### src/rtl/i2c_seq_master.sv
module i2c_seq_master #(
  parameter int RELOAD_W = 16
) (
  input  logic                clk,
  input  logic                rst_n,
  input  logic                reg_wr,
  input  logic                reg_sel,
  input  logic [7:0]          reg_wdata,
  input  logic [RELOAD_W-1:0] brg_reload,
  input  logic                sda_in,
  output logic                scl_oe,
  output logic                sda_oe,
  output logic [7:0]          ctl_q,
  output logic                tdre,
  output logic                tx_irq,
  output logic                tx_dma_req,
  output logic                brg_irq
);
  typedef enum logic [3:0] {
    S_IDLE, S_START, S_BLO, S_BHI, S_ALO, S_AHI, S_HOLD, S_PLO, S_PHI, S_RLO, S_RHI
  } state_t;

  state_t              st;
  logic                en, start_p, stop_p, birq_en, txi_en, nak, filt;
  logic [7:0]          dreg, sreg;
  logic [2:0]          bcnt;
  logic [RELOAD_W-1:0] cnt;
  logic                tick;

  assign tick = (cnt == RELOAD_W'(1));

  always_ff @(posedge clk) begin
    if (!rst_n) cnt <= '0;
    else if (cnt <= RELOAD_W'(1)) cnt <= brg_reload;
    else cnt <= cnt - RELOAD_W'(1);
  end

  always_ff @(posedge clk) begin
    if (!rst_n) begin
      st <= S_IDLE;
      {en, start_p, stop_p, birq_en, txi_en, nak, filt} <= '0;
      dreg <= '0;
      sreg <= '0;
      bcnt <= '0;
      tdre <= 1'b1;
    end else begin
      if (reg_wr && reg_sel) begin
        dreg <= reg_wdata;
        tdre <= 1'b0;
      end
      if (reg_wr && !reg_sel) begin
        en      <= reg_wdata[7];
        start_p <= reg_wdata[7] & (start_p | reg_wdata[6]);
        stop_p  <= reg_wdata[7] & (stop_p | reg_wdata[5]);
        birq_en <= reg_wdata[4];
        txi_en  <= reg_wdata[3];
        filt    <= reg_wdata[0];
        if (reg_wdata[2]) nak <= 1'b0;
        if (reg_wdata[1]) tdre <= 1'b1;
      end
      if (!en) st <= S_IDLE;
      else if (tick) begin
        case (st)
          S_IDLE: if (stop_p) stop_p <= 1'b0;
                  else if (start_p && !tdre) st <= S_START;
          S_START: begin
            start_p <= 1'b0;
            nak     <= 1'b0;
            sreg    <= dreg;
            tdre    <= 1'b1;
            bcnt    <= '0;
            st      <= S_BLO;
          end
          S_BLO: st <= S_BHI;
          S_BHI: if (bcnt == 3'd7) st <= S_ALO;
                 else begin
                   bcnt <= bcnt + 3'd1;
                   sreg <= {sreg[6:0], 1'b0};
                   st   <= S_BLO;
                 end
          S_ALO: st <= S_AHI;
          S_AHI: begin
            if (sda_in) nak <= 1'b1;
            st <= S_HOLD;
          end
          S_HOLD: if (stop_p) st <= S_PLO;
                  else if (start_p) begin
                    if (!tdre) st <= S_RLO;
                  end else if (!tdre) begin
                    sreg <= dreg;
                    tdre <= 1'b1;
                    bcnt <= '0;
                    st   <= S_BLO;
                  end
          S_PLO: st <= S_PHI;
          S_PHI: begin
            stop_p <= 1'b0;
            st     <= S_IDLE;
          end
          S_RLO: st <= S_RHI;
          S_RHI: st <= S_START;
          default: st <= S_IDLE;
        endcase
      end
    end
  end

  assign scl_oe = (st == S_BLO) || (st == S_ALO) || (st == S_HOLD) ||
                  (st == S_PLO) || (st == S_RLO);

  always_comb begin
    case (st)
      S_START, S_PLO, S_PHI: sda_oe = 1'b1;
      S_BLO, S_BHI:          sda_oe = ~sreg[7];
      default:               sda_oe = 1'b0;
    endcase
  end

  assign ctl_q      = {en, start_p, stop_p, birq_en, txi_en, nak, 1'b0, filt};
  assign tx_irq     = en & txi_en & tdre;
  assign tx_dma_req = en & txi_en & tdre;
  assign brg_irq    = ~en & birq_en & tick;
endmodule

### config.mk
export PLATFORM = sky130hd
export DESIGN_NAME = i2c_seq_master
export DESIGN_NICKNAME = d
export VERILOG_FILES = /design/src/rtl/i2c_seq_master.sv
export SDC_FILE = /design/constraint.sdc
export NUM_CORES = 1
export LEC_CHECK = 0
export BUFFER_PORTS_ARGS = -buffer_cell sky130_fd_sc_hd__buf_4
export CORE_UTILIZATION = 58
export CTS_BUF_LIST = sky130_fd_sc_hd__clkbuf_2 sky130_fd_sc_hd__clkbuf_4 sky130_fd_sc_hd__clkbuf_8
export DETAILED_ROUTE_END_ITERATION = 10
export PLACE_DENSITY = 0.82
export SLEW_MARGIN = 20
export SYNTH_ARGS = -nofsm -noshare
export SYNTH_HDL_FRONTEND = slang
export SYNTH_SLANG_ARGS = --single-unit
### constraint.sdc
create_clock -name clk -period 2.55 [get_ports clk]
set_clock_uncertainty 0.2 [all_clocks]
set_input_delay 0.51 -clock clk [delete_from_list [all_inputs] [get_ports clk]]
set_output_delay 0.51 -clock clk [all_outputs]
set_load 0.02 [all_outputs]
### Yosys cells after proc, flatten, opt, wreduce, memory -nomap -nowiden

Cells that the tools add are included.

| storage, ports and cells | value |
|---|---|
| bits of input ports | 29 |
| memories kept | 0 |
| bits in read-only memories | 0 |
| output and inout bits | 14 |
| bits in writable memories | 0 |
| bits in latches | 0 |
| register bits | 47 |
| logic and storage cells | 105 |

| cells by class | value |
|---|---|
| bitwise gates (word level) | 10 |
| magnitude comparators | 1 |
| multiplexer cells | 44 |
| multiply operators | 0 |
| eq/ne operators | 19 |
| reduce and logical (&&, ||, !) cells | 16 |
| divide/modulo/power cells | 0 |
| add/subtract/negate cells | 2 |
| shifts and indexed selects | 0 |

Operators by type and width:

| cell | number |
|---|---|
| $pmux 4 s10 | 1 |
| $mux 8 | 4 |
| $mux 4 | 6 |
| $pmux 8 s3 | 1 |
| $mux 1 | 21 |
| $eq 16x1->1 const B | 1 |
| $eq 4x3->1 const B | 4 |
| $le 16x1->1 const B | 1 |
| $mux 16 | 1 |
| $sub 16x1->16 const B | 1 |
| $mux 3 | 5 |
| $eq 4x4->1 const B | 3 |
| $ne 2x2->1 const B | 6 |
| $pmux 3 s3 | 1 |
| $eq 4x2->1 const B | 2 |
| $pmux 1 s2 | 4 |
| $reduce_and 7->1 | 1 |
| $and 1x1->1 | 6 |
| $eq 4x1->1 const B | 1 |
| $logic_not 4->1 | 1 |
| $logic_or 1x1->1 | 4 |
| $reduce_and 4->1 | 1 |
| $add 3x1->3 const B | 1 |
| $eq 3x3->1 const B | 1 |
| 9 further kinds | 14 |

### Longest topological paths before layout

| logic depth | value |
|---|---|
| word-level depth | 10 |
| depth in mapped cells | 8 |

### Worst setup path after synthesis

Ideal clock, no wire load.

| timing path | value |
|---|---|
| path type | reg2out |
| from | register cnt[4] |
| to | output brg_irq |
| data required time | 1.840 ns |
| arrival time | 1.625 ns |
| cell stages (with the launch flop) | 4 |
| slack | 0.215 ns |
| path through | dfxtp_1 nor4_4 nand2_1 nor4b_1 |

| between the ends | value |
|---|---|
| longest elaborated chain between the ends | 2 |

Ends and longest elaborated chain:

| element | line | source |
|---|---|---|
| from (decl) | 27 | `logic [RELOAD_W-1:0] cnt;` |
| from (signal assigned) | 34 | `else if (cnt <= RELOAD_W'(1)) cnt <= brg_reload;` |
| from (signal assigned) | 35 | `else cnt <= cnt - RELOAD_W'(1);` |
| $eq 16x1->1 | 30 | `assign tick = (cnt == RELOAD_W'(1));` |
| $and 1x1->1 | 122 | `assign brg_irq = ~en & birq_en & tick;` |
| to (decl) | 17 | `output logic brg_irq` |

Every way passes these cells.

### Worst setup path in the final report

| timing path | value |
|---|---|
| from | register cnt[9] |
| to | output brg_irq |

Same word-level chain as after synthesis.

==> impl_metrics.env <==
export IMPL_firstDrtPassIters=4
export IMPL_synthDistinctLibCells=49
export IMPL_power_density_nw_per_um2=760
export IMPL_use_met3=0.0567
export IMPL_drive_gt1_frac=0.197
export IMPL_cts_htree_levels=2
export IMPL_ys_warn_count=0
export IMPL_dp_cells=371
export IMPL_tightestPinTransition_ns=0.700
export IMPL_multi_input_comb_area_um2=1440
export IMPL_synth_net_count=333
export IMPL_cts_tree="done"
export IMPL_grtUsageTotal=0.255
export IMPL_yosys_area_top_type="dfxtp_1"
export IMPL_ys_flop_type="dfxtp_1"
export IMPL_cp_arrival_ns=1.72
export IMPL_fmax_mhz=411
export IMPL_antenna_left=0
export IMPL_post_cts_buffers=0
export IMPL_met1_usage=0.356
export IMPL_drt_initial_drc_count=137
export IMPL_synth_seq_cells=47
export IMPL_path_class="reg -> out"
export IMPL_numCtsBuffers=5
export IMPL_cp_start_kind="register"
export IMPL_coreArea_um2=4120
export IMPL_postSynth_asyncResetShare=0
export IMPL_dieHeight_um=68.3
export IMPL_drc_errors=0
export IMPL_yosysMostFrequentCell="dfxtp_1"
export IMPL_postSynthCellCount=300
export IMPL_setup_ws_ns=0.116
export IMPL_seq_area_frac_synth=0.369
export IMPL_seq_power_share=0.418
export IMPL_cts_resized=0
export IMPL_p_leak_uw=0.00126
export IMPL_pin_count=43
export IMPL_area_delta_synth_final_pct=15.8
export IMPL_grt_use_met2=0.384
export IMPL_finalMaxSlewViolations=0
export IMPL_path_max_fanout=7
export IMPL_p_switching_uw=761
export IMPL_ctsHoldBuffers=0
export IMPL_clkTransAtPathRegs_ns=0.09
export IMPL_max_cap_violations=0
export IMPL_synth_common_cells="47 x dfxtp_1, 43 x nand2_1, 18 x nand3_1, 16 x clkbuf_1, 16 x o21ai_0"
export IMPL_via_count=2277
export IMPL_status="completed"
export IMPL_synthesis_area_um2=2550
export IMPL_hold_viol=0
export IMPL_hold_path_class="in -> reg"
export IMPL_dieArea_um2=4670
export IMPL_clock_sinks=47
export IMPL_final_cells=380
export IMPL_die_x_um=68.3
export IMPL_synth_top_area_frac=0.369
export IMPL_grt_first_pass_wirelength_mm=8.87
export IMPL_port_buffers=41
export IMPL_internal_power_uw=1490
export IMPL_antenna_found_initial=0
export IMPL_rsz0062_at_grt="false"
export IMPL_whs_ns=0.240
export IMPL_fin_crit_sh=0.954
export IMPL_cts_root_buffer="clkbuf_8"
export IMPL_min_period_ns=2.43
export IMPL_grt_pass1_vias=1920
export IMPL_synth_area_leaders="dfxtp_1 37%, nand2_1 6.3%, o211a_1 5.5%"
export IMPL_fin_setup_tns_ns=0
export IMPL_grt_max_degree=32
export IMPL_relSlewSlack=0.532
export IMPL_wire_per_inst_um=15.0
export IMPL_post_place_ws_ns=0.288
export IMPL_n_fill_cell=357
export IMPL_rows=23
export IMPL_dp_hpwl_mm=4.02
export IMPL_diodes=0
export IMPL_fin_nets=362
export IMPL_busiest_layer="met2"
export IMPL_grt_overflow_total=0
export IMPL_clockBufferDepth=2
export IMPL_finalSetupViolations=0
export IMPL_postSynthAreaPerCell_um2=8.50
export IMPL_clk_latency_ns=0.30
export IMPL_synth_edf_count=0
export IMPL_p_sw_frac=0.339
export IMPL_ir_drop_uv=594
export IMPL_gp_congestion=0.851
export IMPL_start_util=0.620
export IMPL_comb_power_share=0.327
export IMPL_crit_required_ns=1.84
export IMPL_power_frac_clock=0.255
export IMPL_worstSetupEndpointType="primary output"
export IMPL_seqCellArea_um2=941
export IMPL_vias_per_cell=5.99
export IMPL_wirelength_mm=5.69
## through the flow
step / instance area (um^2) / power, uW / util
2_1_floorplan: 2550 / 1500 / -
3_3_place_gp: 2830 / 1640 / 0.687
3_5_place_dp: 2830 / 1660 / 0.687
4_1_cts: 2950 / 2230 / 0.716
5_1_grt: 2950 / 2380 / 0.718
6_report: 2950 / 2250 / 0.718
## flip-flops by register name, summed over array words and instances, names as in the netlist
register / flops
filt: 1
txi_en: 1
en: 1
birq_en: 1
tdre: 1
dreg: 8
stop_p: 1
bcnt: 3
cnt: 16
start_p: 1
nak: 1
st: 4
sreg: 8
## layer usage
metal | part of all wire | routed length, um
met1 | 0.49 | 2790
met5 | 0 | 0
met4 | 0.016 | 89
met2 | 0.44 | 2530
met3 | 0.050 | 285
## kinds of logic (layout without fill, tap and decap cells)
| kind of cell | after synthesis | count (layout) | synth area share |
|---|---|---|---|
| and+or+nand+nor | 115 | 115 | 0.242 |
| xor gates and xnor gates | 11 | 11 | 0.0378 |
| other | 1 | 1 | 0.00147 |
| buffers and inverters | 34 | 64 | 0.0682 |
| AOI/OAI and AO/OA | 78 | 78 | 0.222 |
| adders and majority gates | 4 | 4 | 0.0196 |
| DFF | 47 | 47 | 0.369 |
| muxes | 10 | 10 | 0.0393 |
## critical path: stages, from the launching register on
cell	delay [ns]
dfxtp_1	0.35
nor4_4	0.46
nand2_1	0.10
nor4b_1	0.32
buf_4	0.20
## worst paths after layout
check	startpoint	end	slack, ns	cells past startpoint
setup / recovery	cnt[9]	brg_irq	0.12	4
hold / removal	brg_reload[5]	cnt[5]	0.24	2
setup reg to reg	cnt[13]	cnt[15]	0.20	6
hold reg to reg	bcnt[2]	bcnt[2]	0.28	2
## placed cells by master (no fill, tap or decap), drive strengths merged, types with 5 or more instances in the layout
master / synthesis / routed
dfxtp: 47 / 47
inv: 6 / 6
buf: 12 / 50
nor2: 12 / 12
nand3: 18 / 18
a21boi: 16 / 16
nor3: 5 / 5
clkbuf: 16 / 6
nor2b: 6 / 6
xor2: 7 / 7
o211a: 14 / 14
o21ai: 16 / 16
mux2i: 10 / 10
a21oi: 10 / 10
nand2b: 6 / 6
nand2: 43 / 43
nor4: 6 / 6
## area by class of cell
cell class / count / area share
multi-input cells: 219 / 0.486
flip-flops and latches: 47 / 0.319
repair buffers: 50 / 0.127
clock buffers: 6 / 0.0280
well taps: 50 / 0.0212
clock inverters: 2 / 0.0119
inverters: 6 / 0.00762
## power by group through the flow
| stage | combinational (uW) | sequential (uW) | clock (uW) |
|---|---|---|---|
| 6_report | 735 | 938 | 572 |
| 5_1_grt | 822 | 950 | 612 |
| 4_1_cts | 716 | 936 | 581 |
| 3_5_place_dp | 705 | 953 | 0 |
| 3_3_place_gp | 689 | 949 | 0 |
| 2_1_floorplan | 568 | 929 | 0 |
No activity file was read; power rests on OpenSTA's default activity.
